<file path="src/rtl/ctr_cmp_pkg.sv">
package ctr_cmp_pkg;
  localparam int unsigned NUM_SRC = 4;
  localparam int unsigned QRY_W   = 3;

  localparam int unsigned SRC_TMR  = 0;
  localparam int unsigned SRC_PERF = 1;

  localparam logic [3:0] RGN_SHARED = 4'h0;
  localparam logic [3:0] RGN_SELF   = 4'h1;
  localparam logic [3:0] RGN_OTHER  = 4'h2;

  localparam logic [3:0] SH_CFG    = 4'h0;
  localparam logic [3:0] SH_CNT_LO = 4'h1;
  localparam logic [3:0] SH_CNT_HI = 4'h2;

  localparam logic [3:0] LC_PEND   = 4'h0;
  localparam logic [3:0] LC_MASK   = 4'h1;
  localparam logic [3:0] LC_MSET   = 4'h2;
  localparam logic [3:0] LC_MCLR   = 4'h3;
  localparam logic [3:0] LC_CMP_LO = 4'h4;
  localparam logic [3:0] LC_CMP_HI = 4'h5;
  localparam logic [3:0] LC_SWSET  = 4'h6;
  localparam logic [3:0] LC_SWCLR  = 4'h7;
  localparam logic [3:0] LC_QUERY  = 4'h8;
  localparam logic [3:0] LC_OSEL   = 4'h9;
endpackage

</file>
<file path="src/rtl/ctr_free_cnt.sv">
module ctr_free_cnt #(
  parameter int unsigned CW = 64
) (
  input  logic          clk_i,
  input  logic          rst_ni,
  input  logic          wr_lo_i,
  input  logic          wr_hi_i,
  input  logic [31:0]   wdata_i,
  output logic [CW-1:0] cnt_o
);
  localparam int unsigned HI_W = CW - 32;

  logic [CW-1:0] cnt_q, cnt_d;

  always_comb begin
    cnt_d = cnt_q + CW'(1);
    if (wr_lo_i) cnt_d[31:0] = wdata_i;
    if (wr_hi_i) cnt_d[CW-1:32] = wdata_i[HI_W-1:0];
  end

  always_ff @(posedge clk_i or negedge rst_ni) begin
    if (!rst_ni) cnt_q <= '0;
    else         cnt_q <= cnt_d;
  end

  assign cnt_o = cnt_q;
endmodule

</file>
<file path="src/rtl/ctr_first_set.sv">
module ctr_first_set #(
  parameter int unsigned N  = 4,
  parameter int unsigned OW = 3
) (
  input  logic [N-1:0]  req_i,
  output logic [OW-1:0] idx_o
);
  // lowest index wins; N when empty
  always_comb begin
    idx_o = OW'(N);
    for (int i = N - 1; i >= 0; i--) begin
      if (req_i[i]) idx_o = OW'(i);
    end
  end
endmodule

</file>
<file path="src/rtl/ctr_core_bank.sv">
module ctr_core_bank
  import ctr_cmp_pkg::*;
#(
  parameter int unsigned CW = 64
) (
  input  logic             clk_i,
  input  logic             rst_ni,
  input  logic [CW-1:0]    cnt_i,
  input  logic             wr_i,
  input  logic [3:0]       off_i,
  input  logic [31:0]      wdata_i,
  input  logic             perf_i,
  output logic [31:0]      rdata_o,
  output logic             irq_o,
  output logic             tmr_pend_o,
  output logic             cmp_wr_o,
  output logic [CW-1:0]    cmp_o,
  output logic [QRY_W-1:0] qry_o
);
  localparam int unsigned HI_W = CW - 32;

  logic [CW-1:0]      cmp_q;
  logic [NUM_SRC-1:0] mask_q;
  logic               tmr_q;
  logic [1:0]         sw_q;
  logic [NUM_SRC-1:0] pend, act;
  logic               cmp_wr;

  assign cmp_wr = wr_i && (off_i == LC_CMP_LO || off_i == LC_CMP_HI);

  always_ff @(posedge clk_i or negedge rst_ni) begin
    if (!rst_ni) begin
      cmp_q  <= '1;
      mask_q <= '0;
      tmr_q  <= 1'b0;
      sw_q   <= '0;
    end else begin
      if (wr_i && off_i == LC_CMP_LO) cmp_q[31:0]    <= wdata_i;
      if (wr_i && off_i == LC_CMP_HI) cmp_q[CW-1:32] <= wdata_i[HI_W-1:0];
      if (wr_i && off_i == LC_MSET)   mask_q <= mask_q | wdata_i[NUM_SRC-1:0];
      if (wr_i && off_i == LC_MCLR)   mask_q <= mask_q & ~wdata_i[NUM_SRC-1:0];
      if (wr_i && off_i == LC_SWSET)  sw_q   <= sw_q | wdata_i[3:2];
      if (wr_i && off_i == LC_SWCLR)  sw_q   <= sw_q & ~wdata_i[3:2];
      // a compare write wins over a same-cycle match
      if (cmp_wr)                tmr_q <= 1'b0;
      else if (cnt_i == cmp_q)   tmr_q <= 1'b1;
    end
  end

  assign pend = {sw_q, perf_i, tmr_q};
  assign act  = pend & mask_q;

  ctr_first_set #(.N(NUM_SRC), .OW(QRY_W)) i_first (
    .req_i (act),
    .idx_o (qry_o)
  );

  always_comb begin
    unique case (off_i)
      LC_PEND:   rdata_o = 32'(pend);
      LC_MASK:   rdata_o = 32'(mask_q);
      LC_CMP_LO: rdata_o = cmp_q[31:0];
      LC_CMP_HI: rdata_o = 32'(cmp_q[CW-1:32]);
      LC_QUERY:  rdata_o = 32'(qry_o);
      default:   rdata_o = '0;
    endcase
  end

  assign irq_o      = |act;
  assign tmr_pend_o = tmr_q;
  assign cmp_wr_o   = cmp_wr;
  assign cmp_o      = cmp_q;
endmodule

</file>
<file path="src/rtl/ctr_cmp_timer.sv">
module ctr_cmp_timer
  import ctr_cmp_pkg::*;
#(
  parameter int unsigned NUM_CORES = 4,
  parameter int unsigned CNT_EXT   = 8,
  localparam int unsigned CORE_W   = (NUM_CORES > 1) ? $clog2(NUM_CORES) : 1
) (
  input  logic                 clk_i,
  input  logic                 rst_ni,
  input  logic                 req_i,
  input  logic                 we_i,
  input  logic [CORE_W-1:0]    core_i,
  input  logic [7:0]           addr_i,
  input  logic [31:0]          wdata_i,
  output logic [31:0]          rdata_o,
  input  logic [NUM_CORES-1:0] perf_irq_i,
  output logic [NUM_CORES-1:0] irq_o
);
  localparam int unsigned CW   = 32 + 4 * CNT_EXT;
  localparam int unsigned HI_W = CW - 32;

  logic [3:0]  rgn, off;
  logic        own_ok, tgt_ok, is_local, wr_req, rd_req;
  logic [CORE_W-1:0] tgt;
  logic [NUM_CORES-1:0][CORE_W-1:0] osel_q;
  logic [CORE_W-1:0] own_sel;
  logic        cnt_wr_lo, cnt_wr_hi, cnt_wr;
  logic [CW-1:0] cnt;
  logic [31:0] rd_d, rdata_q;

  logic [NUM_CORES-1:0][31:0]      bank_rd;
  logic [NUM_CORES-1:0]            bank_wr;
  logic [NUM_CORES-1:0]            tmr_pend, cmp_wr;
  logic [NUM_CORES-1:0][CW-1:0]    cmp_all;
  logic [NUM_CORES-1:0][QRY_W-1:0] qry_all;

  assign rgn    = addr_i[7:4];
  assign off    = addr_i[3:0];
  assign wr_req = req_i && we_i;
  assign rd_req = req_i && !we_i;
  assign own_ok = 32'(core_i) < NUM_CORES;

  always_comb begin
    own_sel = '0;
    for (int c = 0; c < NUM_CORES; c++) begin
      if (32'(core_i) == c) own_sel = osel_q[c];
    end
  end

  assign is_local = (rgn == RGN_SELF) || (rgn == RGN_OTHER);
  assign tgt      = (rgn == RGN_OTHER) ? own_sel : core_i;
  assign tgt_ok   = is_local && own_ok && (32'(tgt) < NUM_CORES);

  assign cnt_wr_lo = wr_req && rgn == RGN_SHARED && off == SH_CNT_LO;
  assign cnt_wr_hi = wr_req && rgn == RGN_SHARED && off == SH_CNT_HI;
  assign cnt_wr    = cnt_wr_lo || cnt_wr_hi;

  ctr_free_cnt #(.CW(CW)) i_cnt (
    .clk_i   (clk_i),
    .rst_ni  (rst_ni),
    .wr_lo_i (cnt_wr_lo),
    .wr_hi_i (cnt_wr_hi),
    .wdata_i (wdata_i),
    .cnt_o   (cnt)
  );

  for (genvar c = 0; c < NUM_CORES; c++) begin : g_core
    assign bank_wr[c] = wr_req && tgt_ok && (32'(tgt) == c);

    always_ff @(posedge clk_i or negedge rst_ni) begin
      if (!rst_ni) osel_q[c] <= '0;
      else if (wr_req && rgn == RGN_SELF && off == LC_OSEL && 32'(core_i) == c)
        osel_q[c] <= wdata_i[CORE_W-1:0];
    end

    ctr_core_bank #(.CW(CW)) i_bank (
      .clk_i      (clk_i),
      .rst_ni     (rst_ni),
      .cnt_i      (cnt),
      .wr_i       (bank_wr[c]),
      .off_i      (off),
      .wdata_i    (wdata_i),
      .perf_i     (perf_irq_i[c]),
      .rdata_o    (bank_rd[c]),
      .irq_o      (irq_o[c]),
      .tmr_pend_o (tmr_pend[c]),
      .cmp_wr_o   (cmp_wr[c]),
      .cmp_o      (cmp_all[c]),
      .qry_o      (qry_all[c])
    );
  end

  always_comb begin
    rd_d = '0;
    if (rgn == RGN_SHARED) begin
      unique case (off)
        SH_CFG:    rd_d = 32'(CNT_EXT[3:0]);
        SH_CNT_LO: rd_d = cnt[31:0];
        SH_CNT_HI: rd_d = 32'(cnt[CW-1:32]);
        default:   rd_d = '0;
      endcase
    end else if (rgn == RGN_SELF && off == LC_OSEL) begin
      if (own_ok) rd_d = 32'(own_sel);
    end else if (tgt_ok) begin
      for (int c = 0; c < NUM_CORES; c++) begin
        if (32'(tgt) == c) rd_d = bank_rd[c];
      end
    end
  end

  always_ff @(posedge clk_i or negedge rst_ni) begin
    if (!rst_ni)     rdata_q <= '0;
    else if (rd_req) rdata_q <= rd_d;
  end

  assign rdata_o = rdata_q;
endmodule

</file>
<file path="config.mk">
export PLATFORM = sky130hd
export DESIGN_NAME = ctr_cmp_timer
export DESIGN_NICKNAME = d
export VERILOG_FILES = /design/src/rtl/ctr_cmp_pkg.sv /design/src/rtl/ctr_free_cnt.sv /design/src/rtl/ctr_first_set.sv /design/src/rtl/ctr_core_bank.sv /design/src/rtl/ctr_cmp_timer.sv
export SDC_FILE = /design/constraint.sdc
export NUM_CORES = 1
export LEC_CHECK = 0
export BUFFER_PORTS_ARGS = -buffer_cell sky130_fd_sc_hd__buf_2
export CAP_MARGIN = 30
export CORE_ASPECT_RATIO = 1.75
export CORE_UTILIZATION = 57
export CTS_CLUSTER_SIZE = 14
export DETAILED_ROUTE_END_ITERATION = 6
export PLACE_DENSITY = 0.77
export SYNTH_ARGS = -nofsm -noshare
export SYNTH_HDL_FRONTEND = slang
export SYNTH_SLANG_ARGS = --single-unit
</file>
<file path="constraint.sdc">
create_clock -name clk_i -period 2.4 [get_ports clk_i]
set_clock_uncertainty 0.05 [all_clocks]
set_input_delay 0.36 -clock clk_i [delete_from_list [all_inputs] [get_ports clk_i]]
set_output_delay 0.36 -clock clk_i [all_outputs]
set_load 0.005 [all_outputs]
</file>
## After elaboration in Yosys (flattened, before gate mapping)

Index checks and enable logic that the tools add are counted.

- Equality and inequality tests: 21
- Reductions and logical operators: 68
- Bitwise logic cells: 22
- Add/subtract/negate cells: 1
- Multiplexer cells: 59

Operator list:

| cell | count |
|---|---|
| case mux 32 bit (5 select lines) | 4 |
| two-way mux 32 bit | 9 |
| == test 64 bit | 4 |
| case mux 32 bit (3 select lines) | 1 |
| adder 64 x 1 -> 64 bit (second input constant) | 1 |
| two-way mux 3 bit | 16 |
| logical AND 1 bit | 45 |
| AND 4 bit | 8 |
| two-way mux 4 bit | 8 |
| two-way mux 2 bit | 13 |
| nonzero test 2 bit | 12 |
| == test 4 x 3 -> 1 bit (second input constant) | 4 |
| OR 4 bit | 4 |
| OR reduction 4 bit | 4 |
| == test 4 x 2 -> 1 bit (second input constant) | 3 |
| AND 2 bit | 4 |
| == test 2 bit (second input constant) | 4 |
| == test 4 x 1 -> 1 bit (second input constant) | 2 |
| == test 4 bit (second input constant) | 2 |
| zero test 4 bit | 2 |
| two-way mux 1 bit | 8 |
| OR 2 bit | 4 |
| == test 2 x 1 -> 1 bit (second input constant) | 2 |
| zero test 2 bit | 2 |
| other kinds (4) | 5 |

- Logic and storage cells: 197
- Bits of input ports: 50
- Output and inout port bits: 36
- Register bits after elaboration: 388

## Logic depth before layout (Yosys ltp)

Gate-level depths: netlist of the first run.

- Depth after elaboration: 14
- Depth in mapped cells: 10

## Cells and area by module

Synthesis of the first run repeated with hierarchy kept, for this count alone.

- Cell total of the unflattened synthesis: 2,187
- Area, all modules: 24,056.8 µm²

By module, submodules not included:

| module | cells each | area an instance (µm²) | instances | seq. area each (µm²) |
|---|---|---|---|---|
| ctr_core_bank | 344 | 4,230.3 | 4 | 1,856.8 |
| ctr_free_cnt | 432 | 3,708.6 | 1 | 1,601.5 |
| ctr_cmp_timer | 355 | 3,281.9 | 1 | 1,001.0 |
| ctr_first_set | 6 | 36.3 | 4 | 0.0 |

## Worst setup path before layout of the first run

No wires, ideal clock.

- Kind: in2reg
- From: in core_i[1]
- To: reg g_core[2].i_bank.cmp_q[31]
- Stages: 8
- Arrival time: 2.358 ns
- Setup slack: -0.093 ns
- Path through: buf_2 mux4_2 nand2b_1 o21a_1 or3_1 buf_2 buf_6 mux2_1

- Cells in the longest elaborated chain, start to end: 9
- Elaborated cells between the ends (all ways): 12
- Those cells by class: 4 x eq/ne; 5 x mux; 3 x reduce/logical

Ends and longest elaborated chain:

| element | line | source |
|---|---|---|
| start, declared | ctr_cmp_timer.sv:12 | `input logic [CORE_W-1:0] core_i,` |
| zero test 2 bit | ctr_cmp_timer.sv:46 | `if (32'(core_i) == c) own_sel = osel_q[c];` |
| two-way mux 2 bit (4 in a row) | ctr_cmp_timer.sv:46 |  |
| two-way mux 2 bit * | ctr_cmp_timer.sv:51 | `assign tgt = (rgn == RGN_OTHER) ? own_sel : core_i;` |
| == test 2 bit * | ctr_cmp_timer.sv:68 | `assign bank_wr[c] = wr_req && tgt_ok && (32'(tgt) == c);` |
| logical AND 1 bit * | ctr_cmp_timer.sv:68 |  |
| logical AND 1 bit * | ctr_core_bank.sv:38 | `if (wr_i && off_i == LC_CMP_LO) cmp_q[31:0] <= wdata_i;` |
| end signal, assigned | ctr_core_bank.sv:38 |  |
| end signal, assigned by index | ctr_core_bank.sv:39 | `if (wr_i && off_i == LC_CMP_HI) cmp_q[CW-1:32] <= wdata_i[HI_W-1:0];` |
| end, declared | ctr_core_bank.sv:22 | `logic [CW-1:0] cmp_q;` |

Mark *: on every way between the ends. The rest lies on a longest branch, timed or not.
A chain may end at the register's enable or synchronous reset.

## Worst setup path in the final report of the first run

- From: reg osel_q[5] in the netlist's numbering
- To: reg rdata_q[1] (netlist: rdata_o[1])

- Cells in the longest elaborated chain, start to end: 11
- Elaborated cells between the ends (all ways): 14
- Those cells by class: 3 x eq/ne; 10 x mux; 1 x reduce/logical

Ends and longest elaborated chain:

| element | line | source |
|---|---|---|
| start, declared | ctr_cmp_timer.sv:25 | `logic [NUM_CORES-1:0][CORE_W-1:0] osel_q;` |
| start signal, assigned by index | ctr_cmp_timer.sv:73 | `osel_q[c] <= wdata_i[CORE_W-1:0];` |
| two-way mux 2 bit * (2 in a row) | ctr_cmp_timer.sv:46 |  |
| two-way mux 2 bit | ctr_cmp_timer.sv:51 |  |
| zero test 2 bit | ctr_cmp_timer.sv:106 | `if (32'(tgt) == c) rd_d = bank_rd[c];` |
| two-way mux 32 bit (4 in a row) | ctr_cmp_timer.sv:106 |  |
| two-way mux 32 bit | ctr_cmp_timer.sv:104 | `end else if (tgt_ok) begin` |
| two-way mux 32 bit * | ctr_cmp_timer.sv:102 | `end else if (rgn == RGN_SELF && off == LC_OSEL) begin` |
| two-way mux 32 bit * | ctr_cmp_timer.sv:95 | `if (rgn == RGN_SHARED) begin` |
| end signal, assigned | ctr_cmp_timer.sv:113 | `else if (rd_req) rdata_q <= rd_d;` |
| end, declared | ctr_cmp_timer.sv:29 | `logic [31:0] rd_d, rdata_q;` |

Marks and branches as above.

==> results of run 1 <==
[worst max-delay path by stage]
stage	start	endpoint	slack, ps
floorplan	core_i[0]	g_core[0].i_bank.cmp_o[11]$_DFFE_PN1P_	-70
global placement	addr_i[4]	g_core[3].i_bank.cmp_o[14]$_DFFE_PN1P_	-230
detailed placement	addr_i[4]	register	-250
CTS	osel_q[7]$_DFFE_PN0P_	g_core[1].i_bank.cmp_o[11]$_DFFE_PN1P_	-50
global route	osel_q[7]$_DFFE_PN0P_	rdata_o[1]$_DFFE_PN0P_	-250
finish	osel_q[5]$_DFFE_PN0P_	rdata_o[1]$_DFFE_PN0P_	-230
[power by group]
part	internal (W)	switching [W]
combinational	0.00146	0.00245
sequential	0.00693	0.000588
clock	0.00356	0.00271
total	0.0119	0.00574
[per-stage QoR]
step | utilization, % | worst slack (ps) | cell area, µm²
finish | 68.3 | -232 | 27300
global route | 68.2 | -250 | 27200
CTS | 67.1 | -54.0 | 26800
detailed placement | 63.6 | -253 | 25400
global placement | 63.6 | -234 | 25400
floorplan | - | -74.1 | 23100
[area by class of cell]
class / instances / area share, %
antenna: 5 / 0.0459
clock buffer: 64 / 4.45
clock inverter: 7 / 0.234
inverter: 29 / 0.399
multi-input combinational: 1518 / 44.7
sequential: 388 / 36.8
tap: 495 / 2.27
timing repair buffer: 337 / 11.1
[worst max-delay path, cell delays in order (launching register included)]
cell and delay, ps:
dfrtp_1 380, mux4_2 550, mux2i_4 210, buf_12 170, buf_12 170, buf_12 140
a211oi_1 60, a311oi_1 380, o21ai_2 120, buf_4 160, a31oi_1 150
[kinds of logic after synthesis]
logic type,after synthesis
simple gates,461
flops,388
fa+ha+maj,1
compound gates,330
buf+inv,243
xor+xnor,319
mux,407
[sequential cells by signal, summed over array words and instances, names as in the netlist, named ones only]
signal,cells
i_cnt.cnt_o,64
rdata_o,32
osel_q,8
g_core.i_bank.tmr_pend_o,4
g_core.i_bank.cmp_o,256
[metal layers]
metal  routed length [µm]  part of all wire (%)  vias up
met1                31100                    33     9652
li1                     -                     -     7939
met3                 7740                   8.3      494
met5                    0                     0        -
met4                11200                    12        0
met2                43500                    47     1201
[placed cells by master, fill, tap and decap left out, types with 7 or more instances in the layout]
cell	count
a21oi_1	43
a221oi_1	7
a22oi_1	40
and3_1	7
buf_12	38
buf_2	83
buf_4	193
buf_6	10
clkbuf_1	13
clkbuf_16	47
clkbuf_8	10
dfrtp_1	123
dfrtp_2	9
dfstp_2	256
inv_1	29
mux2_2	235
mux2_4	34
mux2i_1	115
mux4_2	18
nand2_1	152
nand3_1	29
nand4_1	35
nor2_1	70
nor3_1	42
nor4_1	67
nor4_2	9
o21ai_0	140
o21ai_1	14
o22ai_1	8
o31ai_1	11
o32ai_1	9
xnor2_1	42
xor2_1	277
[what timing repair did]
action                                  CTS  global route
hold buffers                              1             0
endpoints found under the setup margin   93           143
buffers inserted                          1             9
cloned                                    2             7
pin swaps                                 1            13
endpoints found under the hold margin    20             0
gates resized for setup                  26            57
==> flow_metrics.tcl, run 1 <==
set metrics [dict create \
    status "finished, violations left" \
    violations "negative setup slack" \
    cts_tree "done" \
    synthSimpleGateAreaFrac_pct 10.0 \
    via_count 19286 \
    reg2reg_to "rdata_o[1]$_DFFE_PN0P_" \
    cts.htree.levels 2 \
    wire_per_inst_um 32.9 \
    coreArea_um2 39900 \
    worstSetupStartpointType "register" \
    design.die.area_um2 41300 \
    clkLatencyLatePin_ps 560 \
    ios 86 \
    yosysWarnings 0 \
    multiInputGateArea_um2 12200 \
    synth_commonest_cells "277 x xor2_1, 256 x dfstp_2, 237 x mux2_2" \
    dr.first_iter.drc_count 1938 \
    cts_sinks 388 \
    firstDrtPassIters 6 \
    worst-setup-path-type "register to register" \
    layout_min_cycle_time_ps 2630 \
    hold_slack_ps 89.9 \
    syn_avg_cell_area_um2 10.7 \
    critPathCaptureType "register" \
    grt_pass1_wl_mm 132 \
    maxCapViolCount 0 \
    power_density_nw_per_um2 649 \
    antenna_found_initial 5 \
    setup_ws_ps -232 \
    ff2ff_setup_slack_ps -230 \
    synth.distinct_cells 66 \
    ys_ff_latch 388 \
    cp.required_ps 2820 \
    synth_adder_area_share_pct 0.0542 \
    synthMuxAreaShare_pct 20.7 \
    numPlacedInstances 2746 \
    rows 97 \
    synth_xor_area_share_pct 12.1 \
    ys.flop_type "dfstp_2" \
    instances_no_fill 2843 \
    hp-class "input pin to register" \
    synthArstFlopShare_pct 100 \
    nets 2364 \
    grt_max_degree 60 \
    leakage_nw 12.5 \
    grt_pass1_vias 19595 \
    power_w 0.0177 \
    peakVddDrop_v 0.000576 \
    place_hpwl_mm 67.3 \
    rr_startpoint "osel_q[5]$_DFFE_PN0P_" \
    syn_nets 2200 \
    start_util_pct 57.8 \
    clk_pin_slew_ps 70 \
    fillCellCount 3046 \
    max_freq_ghz 0.380 \
    hold_violations 0 \
    fin_crit_sh_pct 110 \
    drc 0 \
    ant_nets 0 \
    hold-path-endpoint "i_cnt.cnt_o[13]$_DFF_PN0_" \
    setup_violations 101 \
    synth_compound_area_share_pct 8.77 \
    top_usage_layer "met2" \
    synth_cells 2149 \
    grt_remaining_overflow 0 \
    max_slew.worst_pin.slew_ps 1000 \
    cts_buffer_depth 3 \
    synth_area_leaders "dfstp_2 29%, dfrtp_1 14%, mux2_2 12%" \
    synth_top_family_by_area "multiplexers" \
    grtUsageMet3_pct 9.40 \
    fin_setup_tns_ps -5410 \
    ys_seq_area_share_pct 43.5 \
    avgViaCountPerCell 6.78 \
    worstHoldStart "wdata_i[13]" \
    die_height_um 268 \
    synth.top_cell.area_share_pct 29.2 \
    relSlewSlack_pct 33.0 \
    crit_fanout 7 \
    synth.most_common_cell "xor2_1" \
    routed_wl_mm 93.5 \
    cts_made_buffers 39 \
    maxSlewViolCount 0 \
    drive_gt1_share_pct 42.6 \
    holdPathStages 3 \
    netlist_area_um2 23100 \
    seq_area_um2 10000 \
    synth-edff-count 0 \
    critPathArrivalTime_ps 3060 \
    grt_util_met2_pct 73.2 \
    r2r_cells 10 \
    syn2layout_area_growth_pct 18.2 \
    io_buffers 85 \
    synth_top_area_cell "dfstp_2" \
    gp_congestion 1.05 \
    gr-usage-all-layers_pct 45.2 \
    grtUsageMet1_pct 48.1 \
    die_w_um 154 \
    cts-root-buf "clkbuf_16" \
    rsz0062_at_grt "yes" \
]
No activity file was read; power rests on OpenSTA's default activity.
==> inputs of run 2 (changes only) <==
- ABC_AREA: unset -> 1
==> flow_metrics.tcl, run 2 <==
set metrics [dict create \
    synth.top_cell.area_share_pct 27.6 \
    die_height_um 275 \
    design.die.area_um2 43600 \
    status "finished, violations left" \
    routed_wl_mm 89.2 \
    syn2layout_area_growth_pct 12.2 \
    ys_ff_latch 388 \
    synth_top_area_cell "dfstp_2" \
    nets 3410 \
    antenna_found_initial 1 \
    crit_fanout 4 \
    worst-setup-path-type "register to register" \
    rows 99 \
    violations "design-rule violations" \
    hold_slack_ps 22.3 \
    synth.most_common_cell "nand2_1" \
    synthArstFlopShare_pct 100 \
    synth-edff-count 0 \
    via_count 23432 \
    ant_nets 0 \
    cts-root-buf "clkbuf_16" \
    synth_commonest_cells "978 x nand2_1, 266 x inv_1, 256 x dfstp_2" \
    critPathArrivalTime_ps 2800 \
    grt_pass1_vias 23302 \
    start_util_pct 58.2 \
    max_freq_ghz 0.422 \
    maxSlewViolCount 0 \
    layout_min_cycle_time_ps 2370 \
    place_hpwl_mm 65.4 \
    cts_tree "done" \
    setup_violations 0 \
    gr-usage-all-layers_pct 41.8 \
    avgViaCountPerCell 5.94 \
    setup_ws_ps 29.8 \
    hp-class "input pin to register" \
    postCtsSetupBuffers 0 \
    mostFrequentLayoutCell "nand2_1" \
    cts_buffer_depth 3 \
    wire_per_inst_um 22.6 \
    fin_setup_tns_ps 0 \
    synth_cells 3256 \
    fin_crit_sh_pct 98.8 \
    ios 86 \
    clk_pin_slew_ps 70 \
    drc 13 \
    power_density_nw_per_um2 578 \
    synth.distinct_cells 45 \
    worstSetupStartpointType "register" \
    yosysWarnings 0 \
    io_buffers 85 \
    critPathCaptureType "register" \
    syn_nets 3307 \
    relSlewSlack_pct 40.4 \
    firstDrtPassIters 7 \
    clkLatencyLatePin_ps 570 \
    gp_congestion 1.05 \
    dr.first_iter.drc_count 2107 \
    maxCapViolCount 0 \
    peakVddDrop_v 0.000677 \
    hold_violations 0 \
    drive_gt1_share_pct 21.5 \
    die_w_um 158 \
    layout_common_cells "978 x nand2_1, 266 x inv_1, 256 x dfstp_2, 210 x nor2_1, 185 x o21ai_0" \
    syn_avg_cell_area_um2 7.48 \
    rsz0062_at_grt "yes" \
    max_slew.worst_pin.slew_ps 895 \
    cts.htree.levels 2 \
    cts_made_buffers 39 \
    largest_reg_flops 256 \
    synth_area_leaders "dfstp_2 28%, nand2_1 15%, dfrtp_1 14%" \
    grt_max_degree 69 \
    ys.flop_type "dfstp_2" \
    dp_worst_setup_slack_ps 0.937 \
    grt_remaining_overflow 0 \
    cp.required_ps 2830 \
    coreArea_um2 41900 \
    grt_pass1_wl_mm 135 \
    cts_sinks 388 \
    netlist_area_um2 24400 \
    leakage_nw 11.6 \
    ys_seq_area_share_pct 41.2 \
]
-- run 2: worst paths after layout --
check                                                            start                                      end  slack, ps  cells after the start
worst max-delay path                         i_cnt.cnt_o[18]$_DFF_PN0_  g_core[0].i_bank.tmr_pend_o$_DFFE_PN0P_         30                      8
worst min-delay path                                       wdata_i[16]                i_cnt.cnt_o[16]$_DFF_PN0_         20                      3
worst max register to register               i_cnt.cnt_o[18]$_DFF_PN0_  g_core[0].i_bank.tmr_pend_o$_DFFE_PN0P_         30                      8
worst min register to register  g_core[0].i_bank.cmp_o[24]$_DFFE_PN1P_   g_core[0].i_bank.cmp_o[24]$_DFFE_PN1P_        430                      2
max in group asynchronous                                       rst_ni   g_core[1].i_bank.cmp_o[60]$_DFFE_PN1P_       1130                      3
min in group asynchronous                                       rst_ni                i_cnt.cnt_o[44]$_DFF_PN0_        360                      2
-- run 2: logic make-up after synthesis --
group | Yosys count | share of synthesized area [%]
flip-flops | 388 | 41.2
XOR/XNOR | 234 | 8.41
buffers and inverters | 482 | 8.96
AO/OA/AOI/OAI | 573 | 13.3
adder cells (fa/ha/maj) | 1 | 0.0514
AND/OR/NAND/NOR | 1578 | 28.1
-- run 2: stage by stage --
| stage | area (µm²) | total power, W | std cells | util [%] |
|---|---|---|---|---|
| final | 27300 | 0.0158 | 3945 | 65.3 |
| after floorplan | 24400 | 0.00853 | 3256 | - |
| after CTS | 27300 | 0.0158 | 3944 | 65.3 |
| after global routing | 27300 | 0.0163 | 3944 | 65.3 |
| after detailed placement | 26000 | 0.00950 | 3868 | 62.0 |
| after global placement | 26000 | 0.00945 | 3868 | 62.0 |
-- run 2: final cells by class --
| cell class | instances | area (µm²) |
|---|---|---|
| fillers | 3794 | 14500 |
| multi-input cells | 2386 | 12200 |
| well taps | 555 | 694 |
| repair buffers | 259 | 2050 |
| flip-flops and latches | 388 | 10000 |
| inverters | 285 | 1080 |
| clock buffers | 64 | 1230 |
| clock inverters | 7 | 62.6 |
| diodes | 1 | 2.50 |
-- run 2: what timing repair did --
action / in CTS / in global routing
setup endpoints to repair: 1 / 5
gates resized for setup: 1 / 3
hold buffers: 5 / 0
endpoints found under the hold margin: 21 / 0
gates cloned: 0 / 0
-- run 2: worst max-delay path, stage by stage (launching register included) --
cell and delay [ps]:
dfrtp_1 430, buf_4 180, xnor2_1 150, nand4_1 220, nor2_1 340, nand4_1 390
nor2_1 180, nand2_1 190, a21oi_1 170
-- run 2: per-layer routing --
metal | up-vias | share of wire [%] | global-route usage (%)
met1 | 11131 | 35 | 46.1
li1 | 10689 | - | -
met2 | 1191 | 49 | 70.4
met3 | 421 | 6.7 | 6.23
met5 | - | 0 | 0
met4 | 0 | 9.6 | 34.6
-- run 2: report_power, final --
part / total, W / internal [W] / switching, W
Clock: 0.00631 / 0.00361 / 0.00269
Sequential: 0.00714 / 0.00685 / 0.000288
Combinational: 0.00235 / 0.000825 / 0.00152
Total: 0.0158 / 0.0113 / 0.00451
